$ cat src/rtl/uart_iid_pkg.sv
package uart_iid_pkg;

    localparam int IER_W  = 4;
    localparam int EN_RX  = 0;
    localparam int EN_TX  = 1;
    localparam int EN_LS  = 2;
    localparam int EN_MS  = 3;
    localparam int IID_W  = 8;

    typedef enum logic [3:0] {
        ID_MODEM = 4'h0,
        ID_NONE  = 4'h1,
        ID_TXE   = 4'h2,
        ID_RXD   = 4'h4,
        ID_LINE  = 4'h6,
        ID_TMO   = 4'hC
    } iid_code_e;

    typedef struct packed {
        logic line;
        logic rxd;
        logic tmo;
        logic txe;
        logic modem;
    } src_vec_t;

    function automatic logic [IID_W-1:0] pack_iid(iid_code_e c, logic fifo);
        return {{2{fifo}}, 2'b00, c};
    endfunction

endpackage

$ cat src/rtl/uart_thre_pend.sv
module uart_thre_pend (
    input  logic clk,
    input  logic rst,
    input  logic thr_empty_i,
    input  logic tx_en_i,
    input  logic rd_hit_i,
    input  logic thr_wr_i,
    output logic pend_o
);
    logic empty_q;
    logic en_q;
    logic pend_q;
    logic set_ev;
    logic clr_ev;

    always_comb begin
        set_ev = (thr_empty_i && !empty_q) || (tx_en_i && !en_q && thr_empty_i);
        clr_ev = thr_wr_i || rd_hit_i;
    end

    always_ff @(posedge clk) begin
        if (rst) begin
            empty_q <= 1'b1;
            en_q    <= 1'b0;
            pend_q  <= 1'b0;
        end else begin
            empty_q <= thr_empty_i;
            en_q    <= tx_en_i;
            if (clr_ev)
                pend_q <= 1'b0;
            else if (set_ev)
                pend_q <= 1'b1;
        end
    end

    assign pend_o = pend_q;

    AST_EMPTY_EDGE_SETS: assert property (@(posedge clk) disable iff (rst)
        (!$past(rst) && thr_empty_i && !$past(thr_empty_i) && !thr_wr_i && !rd_hit_i) |=> pend_o)
        else $error("empty edge did not set flag");

    AST_EN_EDGE_SETS: assert property (@(posedge clk) disable iff (rst)
        (!$past(rst) && thr_empty_i && tx_en_i && !$past(tx_en_i) && !thr_wr_i && !rd_hit_i) |=> pend_o)
        else $error("enable edge did not set flag");

endmodule

$ cat src/rtl/uart_iid_prio.sv
module uart_iid_prio
    import uart_iid_pkg::*;
(
    input  logic                 clk,
    input  logic                 rst,
    input  src_vec_t             src_i,
    input  logic [IER_W-1:0]     ier_i,
    input  logic                 fifo_on_i,
    output iid_code_e            code_o,
    output logic [IID_W-1:0]     iid_o,
    output logic                 pending_o
);
    src_vec_t live;

    always_comb begin
        live.line  = src_i.line  && ier_i[EN_LS];
        live.rxd   = src_i.rxd   && ier_i[EN_RX];
        live.tmo   = src_i.tmo   && ier_i[EN_RX];
        live.txe   = src_i.txe   && ier_i[EN_TX];
        live.modem = src_i.modem && ier_i[EN_MS];
    end

    always_comb begin
        if (live.line)       code_o = ID_LINE;
        else if (live.rxd)   code_o = ID_RXD;
        else if (live.tmo)   code_o = ID_TMO;
        else if (live.txe)   code_o = ID_TXE;
        else if (live.modem) code_o = ID_MODEM;
        else                 code_o = ID_NONE;
    end

    assign pending_o = (live != '0);
    assign iid_o     = pack_iid(code_o, fifo_on_i);

    AST_FIFO_BITS: assert property (@(posedge clk) disable iff (rst)
        (iid_o[7:6] == {2{fifo_on_i}}) && (iid_o[5:4] == 2'b00))
        else $error("mode bits wrong");

    AST_LINE_FIRST: assert property (@(posedge clk) disable iff (rst)
        (src_i.line && ier_i[EN_LS]) |-> (iid_o[3:0] == 4'h6))
        else $error("line error not on top");

    AST_IDLE_CODE: assert property (@(posedge clk) disable iff (rst)
        (ier_i == '0) |-> (iid_o[3:0] == 4'h1))
        else $error("masked source reported");

endmodule

$ cat src/rtl/uart_irq_ident.sv
module uart_irq_ident
    import uart_iid_pkg::*;
(
    input  logic        clk,
    input  logic        rst,
    input  logic        line_err_i,
    input  logic        rx_ready_i,
    input  logic        rx_timeout_i,
    input  logic        thr_empty_i,
    input  logic        modem_chg_i,
    input  logic [3:0]  ier_i,
    input  logic        fifo_on_i,
    input  logic        irq_gate_i,
    input  logic        iid_rd_i,
    input  logic        thr_wr_i,
    output logic [7:0]  iid_o,
    output logic        irq_o
);
    logic      txe_pend;
    logic      rd_hit;
    logic      any_pend;
    iid_code_e cur_code;
    src_vec_t  srcs;

    always_comb begin
        srcs.line  = line_err_i;
        srcs.rxd   = rx_ready_i;
        srcs.tmo   = rx_timeout_i;
        srcs.txe   = txe_pend;
        srcs.modem = modem_chg_i;
    end

    assign rd_hit = iid_rd_i && (cur_code == ID_TXE);

    uart_thre_pend u_pend (
        .clk         (clk),
        .rst         (rst),
        .thr_empty_i (thr_empty_i),
        .tx_en_i     (ier_i[EN_TX]),
        .rd_hit_i    (rd_hit),
        .thr_wr_i    (thr_wr_i),
        .pend_o      (txe_pend)
    );

    uart_iid_prio u_prio (
        .clk       (clk),
        .rst       (rst),
        .src_i     (srcs),
        .ier_i     (ier_i),
        .fifo_on_i (fifo_on_i),
        .code_o    (cur_code),
        .iid_o     (iid_o),
        .pending_o (any_pend)
    );

    assign irq_o = any_pend && irq_gate_i;

    AST_GATE_OFF_QUIET: assert property (@(posedge clk) disable iff (rst)
        !irq_gate_i |-> !irq_o)
        else $error("irq without gate");

    AST_IRQ_NEEDS_SOURCE: assert property (@(posedge clk) disable iff (rst)
        irq_o |-> !iid_o[0])
        else $error("irq with idle id");

    AST_WR_CLEARS: assert property (@(posedge clk) disable iff (rst)
        thr_wr_i |=> !txe_pend)
        else $error("write did not clear flag");

    AST_RD_CLEARS: assert property (@(posedge clk) disable iff (rst)
        (iid_rd_i && iid_o[3:0] == 4'h2) |=> !txe_pend)
        else $error("read did not clear flag");

    AST_OTHER_RD_KEEPS: assert property (@(posedge clk) disable iff (rst)
        (iid_rd_i && iid_o[3:0] != 4'h2 && txe_pend && !thr_wr_i) |=> txe_pend)
        else $error("foreign read dropped flag");

endmodule

$ cat config.mk
export PLATFORM = sky130hd
export DESIGN_NAME = uart_irq_ident
export DESIGN_NICKNAME = d
export VERILOG_FILES = /design/src/rtl/uart_iid_pkg.sv /design/src/rtl/uart_thre_pend.sv /design/src/rtl/uart_iid_prio.sv /design/src/rtl/uart_irq_ident.sv
export SDC_FILE = /design/constraint.sdc
export NUM_CORES = 1
export LEC_CHECK = 0
export ABC_AREA = 1
export BUFFER_PORTS_ARGS = -buffer_cell sky130_fd_sc_hd__buf_2
export CAP_MARGIN = 5
export CORE_AREA = 4 4 41 43
export CTS_BUF_LIST = sky130_fd_sc_hd__clkbuf_16
export CTS_CLUSTER_DIAMETER = 40
export DETAILED_ROUTE_END_ITERATION = 16
export DIE_AREA = 0 0 45 47
export PLACE_DENSITY = 0.56
export SYNTH_ARGS = -nofsm -noshare
export SYNTH_HDL_FRONTEND = slang
export SYNTH_SLANG_ARGS = --single-unit
$ cat constraint.sdc
create_clock -name clk -period 1.1 [get_ports clk]
set_input_delay 0.055 -clock clk [delete_from_list [all_inputs] [get_ports clk]]
set_output_delay 0.055 -clock clk [all_outputs]
set_load 0.05 [all_outputs]
==> flow_summary.toml, run 1 <==
[setup_path]
reg2reg_depth = 5
worstPathRequired_ns = 1.04
r2r-end = "u_pend.pend_o"
crit_arrival_ns = 0.96
r2r_setup_slack_ns = 0.36
worst-setup-path-type = "register to primary output"
r2r-start = "u_pend.pend_o"
startpoint_type = "register"
path_max_fanout = 2
cp-end-kind = "primary output"

[logic_synthesis]
synth_cells = 36
syn_area_um2 = 220
ys_top_cells_by_area = "dfxtp_1 (27%), nand2_1 (15%), buf_4 (14%)"
async_reset_ff_frac = 0
synth_largest_area_cell = "dfxtp_1"
yosys-top-cells-count = "nand2_1 (9), inv_1 (6), nor2_1 (5), buf_4 (4)"
synth-edff-count = 0
synthDistinctLibCells = 12
ys_ff_latch = 3
ys_seq_area_frac = 0.273
synthMostInstantiatedCell = "nand2_1"
ys_warn_count = 0
ys.flop_type = "dfxtp_1"
synth_top_area_share = 0.273
syn_avg_cell_area_um2 = 6.12

[clocking]
h-tree-depth = 1
cts-root-buf = "clkbuf_16"
cts-buffers-inserted = 3
post_cts_buffers = 0
hold_buffers = 0
cts_sinks = 3
cts_tree = "built"
clk_latency_ns = 0.22
path_clk_slew_ns = 0.03
clockBufferDepth = 2

[run_status]
status = "completed"

[worst_hold_path]
hold_depth = 2
hold_end = "u_pend.en_q"
hold_class = "primary input to register"
min_from = "rst"

[detailed_routing]
vias = 264
via_per_inst = 3.77
wl_per_cell_um = 7.47
drc = 0
ant_nets = 0
routed_wl_um = 523
firstDrtPassIters = 1
drt_iter0_drc = 0

[sta]
period_needed_ns = 1.01
rsz0062_at_grt = "no"
timing.final.ws_setup_ns = 0.0869
setup_viol = 0
drv_slew = 0
post-route-period-util = 0.921
fmax_mhz = 987
hold_violations = 0
fin_skew_ns = 0.00314

[pwr]
power.leakage_uw = 0.000244
peakVddDrop_v = 0.00153
pwr_density_cell_mw_per_mm2 = 1980

[floorplan]
num_rows = 13
die_w_um = 45
io_pins = 24
die_y_um = 47
core_area_mm2 = 0.00130
dieArea_mm2 = 0.00212
initial_core_util = 0.169

[cells_and_area]
final_util = 0.323
nets = 71
diodes = 0
fillers = 145
area_delta_synth_final_pct = 90.9
drive_gt1_frac = 0.564
finalNonFillerCells = 70

[place]
dpl_worst_slack_ns = 0.199
place_hpwl_um = 434
routabilityCongestion = 0.632
dp.cells = 66
io_buffers = 18

[job]
cap_viol_max_count = 0

[grt]
grt.total_usage = 0.0560
grt_pass1_wl_um = 793
grt_max_degree = 5
grt_pass1_vias = 213
antenna_found_initial = 0
grt_overflow_total = 0
-- flip-flops by register name, indices dropped and copies added (netlist names) --
name            count
u_pend.empty_q      1
u_pend.pend_o       1
u_pend.en_q         1
-- critical path: stages, from the launching register on --
cell and delay (ns):
dfxtp_2 0.31, nand2_2 0.06, nand2_2 0.06, nor2_4 0.11
buf_4 0.20
-- stage by stage --
step,TNS (ns),instance area [um2],total power [uW],hold slack [ns]
after detailed placement,0,313,259,0.111
after global placement,0,313,258,0.111
after CTS,0,397,834,0.0146
after global routing,0,420,871,0.0302
final,0,420,833,0.0184
after floorplan,-0.182,234,241,0.126
-- what timing repair did --
action	in CTS	in global routing
cloned	0	0
endpoints found under the setup margin	2	3
pin swaps	0	1
gates resized for setup	2	9
-- cells in the final DEF, fill, tap and decap left out --
cell type	netlist	final
dfxtp_2	0	1
conb_1	1	2
nand2_1	9	7
buf_6	0	2
nor2_2	1	1
or2_2	1	1
nor2_4	0	1
nand2_2	1	3
nand3_2	1	2
buf_4	4	1
inv_1	6	7
nor3b_2	0	1
buf_2	0	15
nand3_1	3	2
clkbuf_16	0	3
nor2_1	5	4
dfxtp_1	3	2
-- per-layer routing --
layer | up-vias | share of wire | routed length [um] | track usage
met5 | - | 0 | 0 | 0
met4 | 0 | 0 | 0 | 0.00585
met3 | 0 | 0.24 | 125 | 0.0575
met2 | 19 | 0.38 | 197 | 0.0904
met1 | 107 | 0.38 | 199 | 0.0522
li1 | 138 | - | - | -
-- where the power goes --
part / switching [uW] / total, uW / internal [uW]
Combinational: 103 / 153 / 50.9
Sequential: 1.71 / 117 / 116
Clock: 94.2 / 562 / 468
-- cells by family after synthesis --
logic type | synth area share
simple gates | 0.472
buf+inv | 0.239
flops | 0.273
other cells | 0.0170
-- final cells by class --
class	count	area, um2	area share
clock buffers	3	75.1	0.179
multi-input cells	24	134	0.318
inverters	6	22.5	0.0536
repair buffers	18	105	0.250
flip-flops and latches	3	61.3	0.146
well taps	15	18.8	0.0446
clock inverters	1	3.75	0.00893
-- worst max path at each step --
stage	start	to	slack, ns
2_1_floorplan	u_pend.pend_o	irq_o	-0.18
3_3_place_gp	u_pend.pend_o	irq_o	0.21
5_1_grt	u_pend.pend_o	iid_o[1]	0.007
4_1_cts	u_pend.pend_o	iid_o[0]	0.0005
3_5_place_dp	u_pend.pend_o	irq_o	0.20
6_report	u_pend.pend_o	iid_o[0]	0.09
No activity file was read; power rests on OpenSTA's default activity.
==> inputs of run 2 (changes only) <==
ABC_AREA = unset   (was 1)
PLACE_DENSITY = 0.55   (was 0.56)
==> flow_summary.toml, run 2 <==
[floorplan]
core_area_mm2 = 0.00130
io_pins = 24
die_w_um = 45
die_y_um = 47
num_rows = 13
initial_core_util = 0.161
dieArea_mm2 = 0.00212

[logic_synthesis]
syn_area_um2 = 209
synth_cells = 27
async_reset_ff_frac = 0
ys.flop_type = "dfxtp_1"
ys_top_cells_by_area = "dfxtp_1 (29%), buf_4 (14%), nand2_1 (7.2%)"
ys_ff_latch = 3
synth_largest_area_cell = "dfxtp_1"
synthDistinctLibCells = 15
synth_top_area_share = 0.287
syn_avg_cell_area_um2 = 7.74
synth-edff-count = 0
ys_seq_area_frac = 0.287
ys_warn_count = 0
yosys-top-cells-count = "buf_4 (4), nand2_1 (4), dfxtp_1 (3), inv_1 (3)"

[cells_and_area]
final_util = 0.310
area_delta_synth_final_pct = 92.8
regArea_um2 = 61.3
nets = 63
fillers = 151
drive_gt1_frac = 0.660
most-common-layout-cells = "buf_2 (16), inv_1 (4), nand2_2 (3), nand2_1 (3), clkbuf_16 (3)"
layout_commonest_cell = "buf_2"
multi_input_area_um2 = 123
diodes = 0

[detailed_routing]
ant_nets = 0
firstDrtPassIters = 2
wl_per_cell_um = 9.40
routed_wl_um = 583
drt_iter0_drc = 2
vias = 244
drc = 0
via_per_inst = 3.94

[grt]
grt_pass1_vias = 265
antenna_found_initial = 0
grt.total_usage = 0.0725
grt_overflow_total = 0
grtUsageMet3 = 0.0307
grt_max_degree = 5
grtUsageMet2 = 0.113
grt_pass1_wl_um = 993
grt_util_met1 = 0.0587
grt.busiest_layer = "met2"

[pwr]
p_sw_uw = 192
p_sw_frac = 0.232
pwr-share-seq = 0.142
pwr_density_cell_mw_per_mm2 = 2060
power.leakage_uw = 0.000217
peakVddDrop_v = 0.000865
power.share.clock = 0.677
internal_power_uw = 639
p_comb_frac = 0.180

[clocking]
h-tree-depth = 1
path_clk_slew_ns = 0.03
clockBufferDepth = 2
cts_tree = "built"
cts-buffers-inserted = 3
clk_latency_ns = 0.22
cts_sinks = 3
cts-root-buf = "clkbuf_16"

[place]
routabilityCongestion = 0.645
place_hpwl_um = 508
io_buffers = 18

[sta]
hold_slack_ns = 0.0242
hold_violations = 0
setup_viol = 0
rsz0062_at_grt = "yes"
fin_skew_ns = 0.00173
post-route-period-util = 0.974
fmax_mhz = 933
period_needed_ns = 1.07
drv_slew = 0

[job]
cap_viol_max_count = 0

[setup_path]
cp-end-kind = "primary output"
crit_arrival_ns = 1.02
worstPathRequired_ns = 1.04
path_max_fanout = 3
worst-setup-path-type = "register to primary output"
startpoint_type = "register"

[run_status]
status = "completed"

[worst_hold_path]
hold_class = "primary input to register"
## run 2: changes by cell type after synthesis, moves of 2 or more
cell     previous run  this run
inv_1               6         3
nor2b_1             0         2
nand3_1             3         1
nand2_1             9         4
nor2_1              5         1
## run 2: layer usage
metal	vias up	routed length [um]	part of all wire
met5	-	0	0
met4	0	23	0.039
met3	3	74	0.13
met2	14	318	0.55
met1	104	167	0.29
li1	123	-	-
## run 2: worst max-delay path, cell delays in order, from the launching register on
cell and delay (ns):
dfxtp_2 0.32, nand2_2 0.06, and4_4 0.22, buf_4 0.20
## run 2: metrics by stage
stage                     worst slack (ns)  power [uW]  cells  instance area (um2)  TNS, ns
after floorplan                    0.00319         238     28                  220        0
after detailed placement            0.0416         257     57                  299        0
final                               0.0284         831     62                  403        0
after CTS                           0.0156         839     61                  392        0
after global placement              0.0693         256     57                  299        0
after global routing               -0.0104         874     62                  403  -0.0104
## run 2: what timing repair did
action                     4_1_cts  5_1_grt
setup endpoints to repair        2        2
gates resized for setup          6        1
hold buffers                     0        0
setup buffers                    0        1
pin swaps                        1        0
## run 2: power groups by stage
| stage | clock network (uW) | registers (uW) | logic [uW] |
|---|---|---|---|
| after floorplan | 0 | 118 | 119 |
| after global placement | 0 | 119 | 138 |
| after detailed placement | 0 | 119 | 138 |
| after CTS | 573 | 118 | 148 |
| after global routing | 595 | 119 | 161 |
| final | 563 | 118 | 150 |
## run 2: kinds of logic after synthesis
family	Yosys count	synth area share
AOI/OAI and AO/OA	3	0.132
buffers and inverters	7	0.198
DFF	3	0.287
other	1	0.0179
and+or+nand+nor	13	0.365
## run 2: path summary, 6_finish.rpt
| check | startpoint | slack, ns | endpoint | cells after the start |
|---|---|---|---|---|
| setup / recovery | u_pend.pend_o | 0.03 | iid_o[0] | 3 |
| hold / removal | rst | 0.02 | u_pend.en_q | 2 |
| setup reg to reg | u_pend.pend_o | 0.21 | u_pend.pend_o | 3 |
| hold reg to reg | u_pend.en_q | 0.58 | u_pend.pend_o | 2 |
## run 2: area by class of cell
cell class                 count  area share
clock inverter                 1     0.00932
timing repair buffer          19       0.273
clock buffer                   3       0.186
inverter                       3      0.0280
multi-input combinational     18       0.304
tap                           15      0.0466
sequential                     3       0.152
